### config.mk
export PLATFORM = sky130hd
export DESIGN_NAME = irq_flag_ctrl
export DESIGN_NICKNAME = d
export VERILOG_FILES = /design/src/rtl/irq_flag_ctrl_pkg.sv /design/src/rtl/irq_flag_bank.sv /design/src/rtl/irq_enable_bank.sv /design/src/rtl/irq_readback.sv /design/src/rtl/irq_flag_ctrl.sv
export SDC_FILE = /design/constraint.sdc
export NUM_CORES = 1
export LEC_CHECK = 0
export ABC_CLOCK_PERIOD_IN_PS = 1500
export BUFFER_PORTS_ARGS = -buffer_cell sky130_fd_sc_hd__buf_2
export CORE_MARGIN = 3
export CORE_UTILIZATION = 44
export CTS_CLUSTER_SIZE = 8
export DETAILED_ROUTE_END_ITERATION = 8
export PLACE_DENSITY = 0.74
export SETUP_SLACK_MARGIN = 0.02
export SLEW_MARGIN = 5
export SYNTH_ARGS = -nofsm -noshare
export SYNTH_HDL_FRONTEND = slang
export SYNTH_SLANG_ARGS = --single-unit
### constraint.sdc
create_clock -name clk -period 1.5 [get_ports clk]
set_input_delay 0.15 -clock clk [delete_from_list [all_inputs] [get_ports clk]]
set_output_delay 0.15 -clock clk [all_outputs]
set_load 0.02 [all_outputs]
### src/rtl/irq_flag_ctrl_pkg.sv
package irq_flag_ctrl_pkg;
    localparam int unsigned DATA_W  = 8;
    localparam int unsigned ADDR_W  = 4;
    localparam int unsigned NUM_SRC = DATA_W - 1;

    localparam logic [ADDR_W-1:0] ADDR_FLAGS  = 4'hD;
    localparam logic [ADDR_W-1:0] ADDR_ENABLE = 4'hE;

    typedef enum logic [1:0] {
        ACC_NONE   = 2'd0,
        ACC_FLAGS  = 2'd1,
        ACC_ENABLE = 2'd2
    } acc_e;

    typedef struct packed {
        logic [NUM_SRC-1:0] flag;
        logic               irq;
    } flag_state_t;

    function automatic acc_e decode(input logic [ADDR_W-1:0] a);
        if (a == ADDR_FLAGS)  return ACC_FLAGS;
        if (a == ADDR_ENABLE) return ACC_ENABLE;
        return ACC_NONE;
    endfunction
endpackage

### src/rtl/irq_flag_bank.sv
module irq_flag_bank
    import irq_flag_ctrl_pkg::*;
#(
    parameter int unsigned N = NUM_SRC
) (
    input  logic         clk,
    input  logic         rst_n,
    input  logic [N-1:0] set_i,
    input  logic [N-1:0] clr_pulse_i,
    input  logic         clr_wr_i,
    input  logic [N-1:0] clr_mask_i,
    input  logic [N-1:0] enable_i,
    output logic [N-1:0] flag_o,
    output logic         irq_o
);
    logic [N-1:0] flag_d, flag_q;
    logic         irq_d, irq_q;
    logic [N-1:0] kill;

    // A clear request hits a bit through either path; a set event overrides it.
    genvar g;
    generate
        for (g = 0; g < N; g++) begin : g_bit
            always_comb begin
                kill[g]   = clr_pulse_i[g] | (clr_wr_i & clr_mask_i[g]);
                flag_d[g] = set_i[g] | (flag_q[g] & ~kill[g]);
            end
        end
    endgenerate

    always_comb begin
        irq_d = |(flag_q & enable_i);
    end

    always_ff @(posedge clk) begin
        if (!rst_n) begin
            flag_q <= '0;
            irq_q  <= 1'b0;
        end else begin
            flag_q <= flag_d;
            irq_q  <= irq_d;
        end
    end

    assign flag_o = flag_q;
    assign irq_o  = irq_q;
endmodule

### src/rtl/irq_enable_bank.sv
module irq_enable_bank #(
    parameter int unsigned N = 7
) (
    input  logic         clk,
    input  logic         rst_n,
    input  logic         wr_i,
    input  logic         polarity_i,
    input  logic [N-1:0] mask_i,
    output logic [N-1:0] enable_o
);
    logic [N-1:0] en_d, en_q;

    always_comb begin
        en_d = en_q;
        if (wr_i) begin
            if (polarity_i) en_d = en_q | mask_i;
            else            en_d = en_q & ~mask_i;
        end
    end

    always_ff @(posedge clk) begin
        if (!rst_n) en_q <= '0;
        else        en_q <= en_d;
    end

    assign enable_o = en_q;
endmodule

### src/rtl/irq_readback.sv
module irq_readback
    import irq_flag_ctrl_pkg::*;
#(
    parameter int unsigned N = NUM_SRC
) (
    input  acc_e         acc_i,
    input  logic [N-1:0] flag_i,
    input  logic [N-1:0] enable_i,
    output logic [N:0]   rdata_o
);
    logic summary;

    always_comb begin
        summary = |(flag_i & enable_i);
        unique case (acc_i)
            ACC_FLAGS:  rdata_o = {summary, flag_i};
            ACC_ENABLE: rdata_o = {1'b1, enable_i};
            default:    rdata_o = '0;
        endcase
    end
endmodule

### src/rtl/irq_flag_ctrl.sv
module irq_flag_ctrl
    import irq_flag_ctrl_pkg::*;
(
    input  logic                clk,
    input  logic                rst_n,
    input  logic [ADDR_W-1:0]   reg_addr,
    input  logic                reg_wr,
    input  logic [DATA_W-1:0]   reg_wdata,
    output logic [DATA_W-1:0]   reg_rdata,
    input  logic [NUM_SRC-1:0]  evt_set_i,
    input  logic [NUM_SRC-1:0]  evt_clr_i,
    output logic                irq_o
);
    acc_e               acc;
    logic [NUM_SRC-1:0] flag_q;
    logic [NUM_SRC-1:0] en_q;

    assign acc = decode(reg_addr);

    irq_flag_bank #(.N(NUM_SRC)) u_flags (
        .clk         (clk),
        .rst_n       (rst_n),
        .set_i       (evt_set_i),
        .clr_pulse_i (evt_clr_i),
        .clr_wr_i    (reg_wr && acc == ACC_FLAGS),
        .clr_mask_i  (reg_wdata[NUM_SRC-1:0]),
        .enable_i    (en_q),
        .flag_o      (flag_q),
        .irq_o       (irq_o)
    );

    irq_enable_bank #(.N(NUM_SRC)) u_enables (
        .clk        (clk),
        .rst_n      (rst_n),
        .wr_i       (reg_wr && acc == ACC_ENABLE),
        .polarity_i (reg_wdata[DATA_W-1]),
        .mask_i     (reg_wdata[NUM_SRC-1:0]),
        .enable_o   (en_q)
    );

    irq_readback #(.N(NUM_SRC)) u_read (
        .acc_i    (acc),
        .flag_i   (flag_q),
        .enable_i (en_q),
        .rdata_o  (reg_rdata)
    );
endmodule

==> results.ini <==
[cells_and_area]
fin_nets = 158
final_core_util = 0.634
antenna_cells = 0
finalNonFillerCells = 152
layout_commonest_cell = buf_2
final_cell_mix = buf_2, dfxtp_1, nand2_1, a22oi_1, inv_1
final_area_sq_um = 1010
syn_to_final_growth_pct = 28.7
drive_gt1_frac = 0.359

[critical_path]
crit_path_end_kind = output pin
worstSetupPathType = reg -> out
ff2ff_path_depth = 2
critical_path_arrival_ps = 1510
cp.required_ps = 1350
worstPathMaxFanout = 3
worst_setup_path_start_kind = register

[synthesis]
yosys_register_bits = 15
avgSynthCellArea_sq_um = 8.73
synth_fp_nets = 119
synth-simple-area-share = 0.158
netlist_area_sq_um = 786
ys_warn_count = 0
syn_inst = 90
yosys.area_share.xor_xnor = 0
synthMuxAreaShare = 0.0892
synth_top_family_by_area = compound AO/OA/AOI/OAI gates
synth-seq-area-share = 0.382
yosys.cell_types.count = 21
synth_adder_area_share = 0
synth_compound_area_frac = 0.272

[placed_design]
globalplace.congestion = 0.683
dp_cells = 146
dp_hpwl_um = 1420
placed_cell_area_sq_um = 961
pre_cts_slack_ps = 135
io_buffers = 37

[global_route]
track_usage = 0.190
grt_max_degree = 17
antenna_found_initial = 0
grt_pass1_vias = 713
grt_pass1_wl_um = 3080
grt_overflow = 0

[clock_network]
cts-buffers-inserted = 3
cts_buffer_depth = 2
clock-sinks = 15
clk_latency_ps = 270
cts_tree = built
holdBufCountCts = 0
path_clk_slew_ps = 90
htree_levels = 1
clock-root-buffer = clkbuf_4

[outcome]
violations = negative setup slack
outcome = finished with violations

[sta]
hold_viol_final = 0
fin_tns_setup_ps = -164
fin_skew_ps = 0.441
period_share = 1.11
worstMarginPinSlew_ps = 574
slew_headroom = 0.615
fin_ws_ps = -164
fmax_mhz = 601
slew_violations = 0
rsz0062_at_grt = yes
fin_crit_ps = 1660
setup_viol = 1
hold_ws_ps = 81.0

[detailed_routing]
antenna_left = 0
dr_wl_met3_um = 166
drc = 0
vias = 806
wl_um = 2000
viasPerCell = 5.30
drt_iter0_markers = 19
first_pass_iters = 4
drt-met1-wl_um = 844
wl_per_cell_um = 13.1
top_layer = met4
route.met2.wl_um = 953

[die]
initial_core_util = 0.493
dieHeight_um = 48.3
pin_count = 38
core_area_sq_um = 1590
rows = 14
die_area_sq_um = 2330
die_w_um = 48.3

[power_and_ir_drop]
powerDensity_nw_per_um2 = 761
ir_worst_vdd_mv = 0.464
p_leak_nw = 0.493
p_total_uw = 769

[job]
maxCapViolCount = 0

[min_path]
hp-class = in -> reg
whs_path_depth = 2

[path summary, 6_finish.rpt]
| kind | from | endpoint | slack (ps) |
|---|---|---|---|
| setup reg to reg | u_flags.flag_o[4] | u_flags.irq_o | 480 |
| hold reg to reg | register | register | 480 |
| setup / recovery | u_flags.flag_o[4] | reg_rdata[7] | -160 |
| hold / removal | evt_set_i[6] | u_flags.flag_o[6] | 80 |
[routing by layer]
metal	GRT usage	up-vias
li1	-	404
met1	0.237	364
met2	0.307	34
met3	0.0480	4
met4	0.0860	0
met5	0	-
[layout make-up]
class | count | area (sq um)
fillers | 148 | 583
multi-input cells | 61 | 408
flip-flops and latches | 15 | 303
repair buffers | 40 | 214
inverters | 8 | 30.0
well taps | 24 | 30.0
clock buffers | 4 | 26.3
[critical path: stages, from the launching register on]
cell,delay [ps]
dfxtp_2,340
a222oi_1,430
a31oi_1,130
o21ba_1,210
buf_6,130
[repair_timing]
item | CTS | global route
gates resized for setup | 4 | 0
buffers inserted | 1 | 1
pin swaps | 2 | 2
setup endpoints to repair | 1 | 2
[synth_stat cells (all sizes together)]
cell type	n	area share
nand2	9	0.043
o21a	7	0.067
a31oi	2	0.016
a222oi	1	0.013
and3	1	0.0080
nor2b	1	0.011
inv	8	0.038
nand3	7	0.045
clkbuf	1	0.0048
o21ba	1	0.013
buf	5	0.056
nand2b	1	0.0080
dfxtp	15	0.38
nor2	7	0.033
and2b	1	0.0096
a22oi	9	0.086
a311oi	7	0.078
mux2i	7	0.089
[cell families after synthesis]
family,after synthesis
AO/OA/AOI/OAI,27
buffers and inverters,14
flip-flops,15
multiplexers,7
AND/OR/NAND/NOR,27
[power breakdown]
part           internal, mW  switching [mW]  total, mW
sequential            0.413          0.0107      0.423
clock                 0.103           0.124      0.227
combinational        0.0568          0.0619      0.119
Note: power is estimated with default switching activity, not from simulation.
